**src/rtl/tls_pkg.sv**
```systemverilog
package tls_pkg;

    localparam int unsigned LANE_CNT = 3;
    localparam int unsigned SLOT_CNT = 7;
    localparam logic [SLOT_CNT-1:0] FCLK_PAT = 7'b1100011;

    typedef struct packed {
        logic load;
        logic clear;
    } frame_ctl_t;

    function automatic logic pick_msb(input logic [SLOT_CNT-1:0] v);
        return v[SLOT_CNT-1];
    endfunction

endpackage

```
**src/rtl/tls_frame_ctrl.sv**
```systemverilog
module tls_frame_ctrl (
    input  logic                clk_bit,
    input  logic                rst,
    input  logic                pix_clk,
    input  logic                pwr_n,
    output tls_pkg::frame_ctl_t ctl
);

    logic pix_q;

    always_ff @(posedge clk_bit) begin
        if (rst) begin
            pix_q <= 1'b0;
        end else begin
            pix_q <= pix_clk;
        end
    end

    // capture on a seen rise only; R5/R6 gated by powerdown
    always_comb begin
        ctl.clear = rst | ~pwr_n;
        ctl.load  = ~ctl.clear & pix_clk & ~pix_q;
    end

endmodule

```
**src/rtl/tls_shift_lane.sv**
```systemverilog
module tls_shift_lane #(
    parameter int unsigned SLOTS = tls_pkg::SLOT_CNT
) (
    input  logic                clk_bit,
    input  tls_pkg::frame_ctl_t ctl,
    input  logic [SLOTS-1:0]    load_val,
    output logic                ser_out
);

    logic [SLOTS-1:0] sr;

    // zeros shift in behind the frame, so the lane idles at 0
    always_ff @(posedge clk_bit) begin
        if (ctl.clear) begin
            sr <= '0;
        end else if (ctl.load) begin
            sr <= load_val;
        end else begin
            sr <= {sr[SLOTS-2:0], 1'b0};
        end
    end

    assign ser_out = sr[SLOTS-1];

endmodule

```
**src/rtl/tri_lane_serializer.sv**
```systemverilog
module tri_lane_serializer #(
    parameter int unsigned LANES = tls_pkg::LANE_CNT,
    parameter int unsigned SLOTS = tls_pkg::SLOT_CNT,
    parameter logic [SLOTS-1:0] FCLK_PATTERN = tls_pkg::FCLK_PAT,
    localparam int unsigned WORD_W = LANES * SLOTS
) (
    input  logic              clk_bit,
    input  logic              rst,
    input  logic              pix_clk,
    input  logic              pwr_n,
    input  logic [WORD_W-1:0] word_in,
    output logic [LANES-1:0]  lane_out,
    output logic              fwd_clk_out
);

    tls_pkg::frame_ctl_t ctl;

    tls_frame_ctrl u_ctrl (
        .clk_bit (clk_bit),
        .rst     (rst),
        .pix_clk (pix_clk),
        .pwr_n   (pwr_n),
        .ctl     (ctl)
    );

    // lane k takes slice k of the word
    for (genvar k = 0; k < LANES; k++) begin : g_data
        tls_shift_lane #(.SLOTS(SLOTS)) u_lane (
            .clk_bit  (clk_bit),
            .ctl      (ctl),
            .load_val (word_in[k*SLOTS +: SLOTS]),
            .ser_out  (lane_out[k])
        );
    end

    // forwarded clock lane reloads a fixed pattern each frame
    tls_shift_lane #(.SLOTS(SLOTS)) u_fclk (
        .clk_bit  (clk_bit),
        .ctl      (ctl),
        .load_val (FCLK_PATTERN),
        .ser_out  (fwd_clk_out)
    );

endmodule

```
**config.mk**
```make
export PLATFORM = sky130hd
export DESIGN_NAME = tri_lane_serializer
export DESIGN_NICKNAME = d
export VERILOG_FILES = /design/src/rtl/tls_pkg.sv /design/src/rtl/tls_frame_ctrl.sv /design/src/rtl/tls_shift_lane.sv /design/src/rtl/tri_lane_serializer.sv
export SDC_FILE = /design/constraint.sdc
export NUM_CORES = 1
export LEC_CHECK = 0
export ABC_AREA = 1
export BUFFER_PORTS_ARGS = -buffer_cell sky130_fd_sc_hd__buf_2
export CORE_UTILIZATION = 28
export DETAILED_ROUTE_END_ITERATION = 8
export PLACE_DENSITY_LB_ADDON = 0.08
export SLEW_MARGIN = 20
export SYNTH_ARGS = -nofsm -noshare
export SYNTH_HDL_FRONTEND = slang
export SYNTH_SLANG_ARGS = --single-unit
```
**constraint.sdc**
```tcl
create_clock -name clk_bit -period 1.2 [get_ports clk_bit]
set_input_delay 0.24 -clock clk_bit [delete_from_list [all_inputs] [get_ports clk_bit]]
set_output_delay 0.24 -clock clk_bit [all_outputs]
set_load 0.01 [all_outputs]
```
==> reports/results.ini <==
[clocking]
cts_buffers = 5
cts.sinks = 29
clock_latency_ps = 320
ctsLongestPathBuffers = 2
post_cts_buffers = 0
cts_tree = done
path_clk_slew_ps = 90
ctsHtreeMaxLevel = 2
clock-root-buffer = clkbuf_4

[critical_path]
crit_path_start_kind = register
worstReg2RegEnd = g_data[1].u_lane.sr[0]$_SDFF_PP0_
path_class = register to register
crit_fanout = 9
cp-end-kind = register
worst-r2r-setup-slack_ps = 200
r2r-start = u_ctrl.pix_q$_SDFF_PP0_
crit_arrival_ps = 1250
cp.required_ps = 1450
reg2reg_depth = 3

[routing]
drc_errors = 0
vias = 807
dr.max_layer_used = met4
routed_wl_um = 1876
wl_per_cell_um = 9.571
dr_wl_met2_um = 860
route.met3.wl_um = 86
via_per_inst = 4.117
drt-pass1-iter-count = 4
drtIter0Drc = 43
ant_nets = 0
wl_met1_um = 908

[timing]
fin_crit_ps = 1004
finalSetupViolations = 0
fmax_ghz = 0.9960
layout_setup_ws_ps = 196.0
fin_crit_sh_pct = 83.67
max_slew.worst_pin.slew_ps = 240.3
hold_viol = 0
clock_skew_ps = 9.568
maxSlewViolCount = 0
worst_slew_margin_rel_pct = 83.94
rsz0062_at_grt = no
tns_ps = 0

[cells_and_area]
diodes = 0
area_delta_synth_final_pct = 23.86
drive_gt1_share_pct = 28.67
layout.area.seq_um2 = 580.6
fin_util_pct = 36.99
multi_input_area_um2 = 332.8
fin_nets = 174
fillers = 366

[synth]
avgSynthCellArea_um2 = 8.435
synth_fp_nets = 145
ys_ff_latch = 29
synth_commonest_cells = nand3_1 (36), dfxtp_1 (29), nand2_1 (26)
synth_top_cell_area_share_pct = 57.35
ys_types = 12
synth_cells = 120
synthTopCellsByArea = dfxtp_1 (57%), nand3_1 (18%), nand2_1 (9.6%)
synth_edf_count = 0
ys_seq_area_share_pct = 57.35
syn_area_mm2 = 0.001012
yosysTopAreaCell = dfxtp_1
synth-main-ff-cell = dfxtp_1
yosysWarnings = 0
yosysMostFrequentCell = nand3_1
async_reset_ff_share_pct = 0

[hold_path]
min_path_type = input port to register
hp-start = rst
min_path_cells = 2
hold_end = u_ctrl.pix_q$_SDFF_PP0_

[global_routing]
grt_pass1_wl_um = 3215
grt_pass1_vias = 770
antenna_found_initial = 0
grt_remaining_overflow = 0
grt_max_degree = 27
grt_use_total_pct = 11.12

[floorplan]
pin_count = 29
coreArea_mm2 = 0.003390
fp-row-count = 21
fp.dieH_um = 62.13
die_w_um = 62.13
die-area_mm2 = 0.003860
start_util_pct = 29.86

[power_and_ir_drop]
p_leak_nw = 0.6445
ir_worst_vdd_mv = 0.6513
powerDensity_mw_per_mm2 = 1439

[flow_run]
maxCapViolCount = 0

[placement]
gp_congestion = 0.6460
io_buffers = 28
place_hpwl_um = 1271
pre_cts_ws_ps = 119.3

[outcome]
status = finished, final reports clean

==> power breakdown <==
group	internal, W	switching [W]	total [W]
Sequential	0.000990	0.00000779	0.000998
Clock	0.000339	0.000325	0.000664
Combinational	0.0000611	0.0000809	0.000142
==> placed cells by master, fill, tap and decap left out <==
cell type  synthesis  layout
nand2_4            0       1
dfxtp_1           29      29
buf_12             0       1
nor2_2             1       1
buf_4              6       2
clkinv_2           0       1
inv_1              9       9
buf_2              2      28
nor2_1             7       7
nand3_1           36      36
inv_2              1       1
clkbuf_8           0       2
nor2_4             1       1
nand2_1           26      26
clkbuf_4           0       5
==> state kept, by name, summed over array words and instances (netlist names) <==
name,cells
g_data.u_lane.sr,21
u_fclk.sr,7
u_ctrl.pix_q,1
==> layout make-up <==
| class | instances | share of cell area, % |
|---|---|---|
| Timing Repair Buffer | 31 | 13.97 |
| Tap cell | 46 | 4.591 |
| Multi-Input combinational cell | 72 | 26.55 |
| Inverter | 10 | 2.994 |
| Sequential cell | 29 | 46.31 |
| Clock inverter | 1 | 0.3992 |
| Clock buffer | 7 | 5.190 |
==> logic make-up (layout without fill, tap and decap cells) <==
| group | after synthesis | after routing | share of synthesized area, % |
|---|---|---|---|
| and+or+nand+nor | 72 | 72 | 32.39 |
| buffers and inverters | 19 | 49 | 10.26 |
| DFF | 29 | 29 | 57.36 |
==> metrics by stage <==
| step | cells | total power [W] | hold WS, ps | cell area (um2) |
|---|---|---|---|---|
| 2_1_floorplan | 120 | 0.001103 | 312.4 | 1012 |
| 3_5_place_dp | 188 | 0.001165 | 402.4 | 1179 |
| 5_1_grt | 196 | 0.001902 | 66.09 | 1254 |
| 3_3_place_gp | 188 | 0.001163 | 402.5 | 1179 |
| 4_1_cts | 196 | 0.001836 | 75.97 | 1249 |
| 6_report | 196 | 0.001804 | 94.23 | 1254 |
==> critical path: stages (launching register included) <==
cell and delay [ps]:
dfxtp_1 340, nor2_4 240, nand2_1 220, nor2_1 140
==> routing by layer <==
metal / vias up / track usage [%]
met5: - / 0
met4: 0 / 6.105
met3: 2 / 6.801
met2: 12 / 17.03
met1: 356 / 11.76
li1: 437 / -
==> how the worst max path moves through the flow <==
stage,startpoint,endpoint,slack [ps],depth (start not counted)
after floorplan,u_ctrl.pix_q$_SDFF_PP0_,g_data[0].u_lane.sr[1]$_SDFF_PP0_,320,5
after global placement,rst,g_data[2].u_lane.sr[3]$_SDFF_PP0_,120,5
after detailed placement,u_ctrl.pix_q$_SDFF_PP0_,u_fclk.sr[3]$_SDFF_PP0_,120,4
after CTS,u_ctrl.pix_q$_SDFF_PP0_,u_fclk.sr[2]$_SDFF_PP0_,100,4
after global routing,u_ctrl.pix_q$_SDFF_PP0_,g_data[1].u_lane.sr[0]$_SDFF_PP0_,60,3
final,u_ctrl.pix_q$_SDFF_PP0_,g_data[1].u_lane.sr[0]$_SDFF_PP0_,200,3
==> timing repair <==
item	4_1_cts	5_1_grt
endpoints found under the setup margin	0	1
resized for setup	0	1
hold buffers	0	0
No activity file was read; power rests on OpenSTA's default activity.
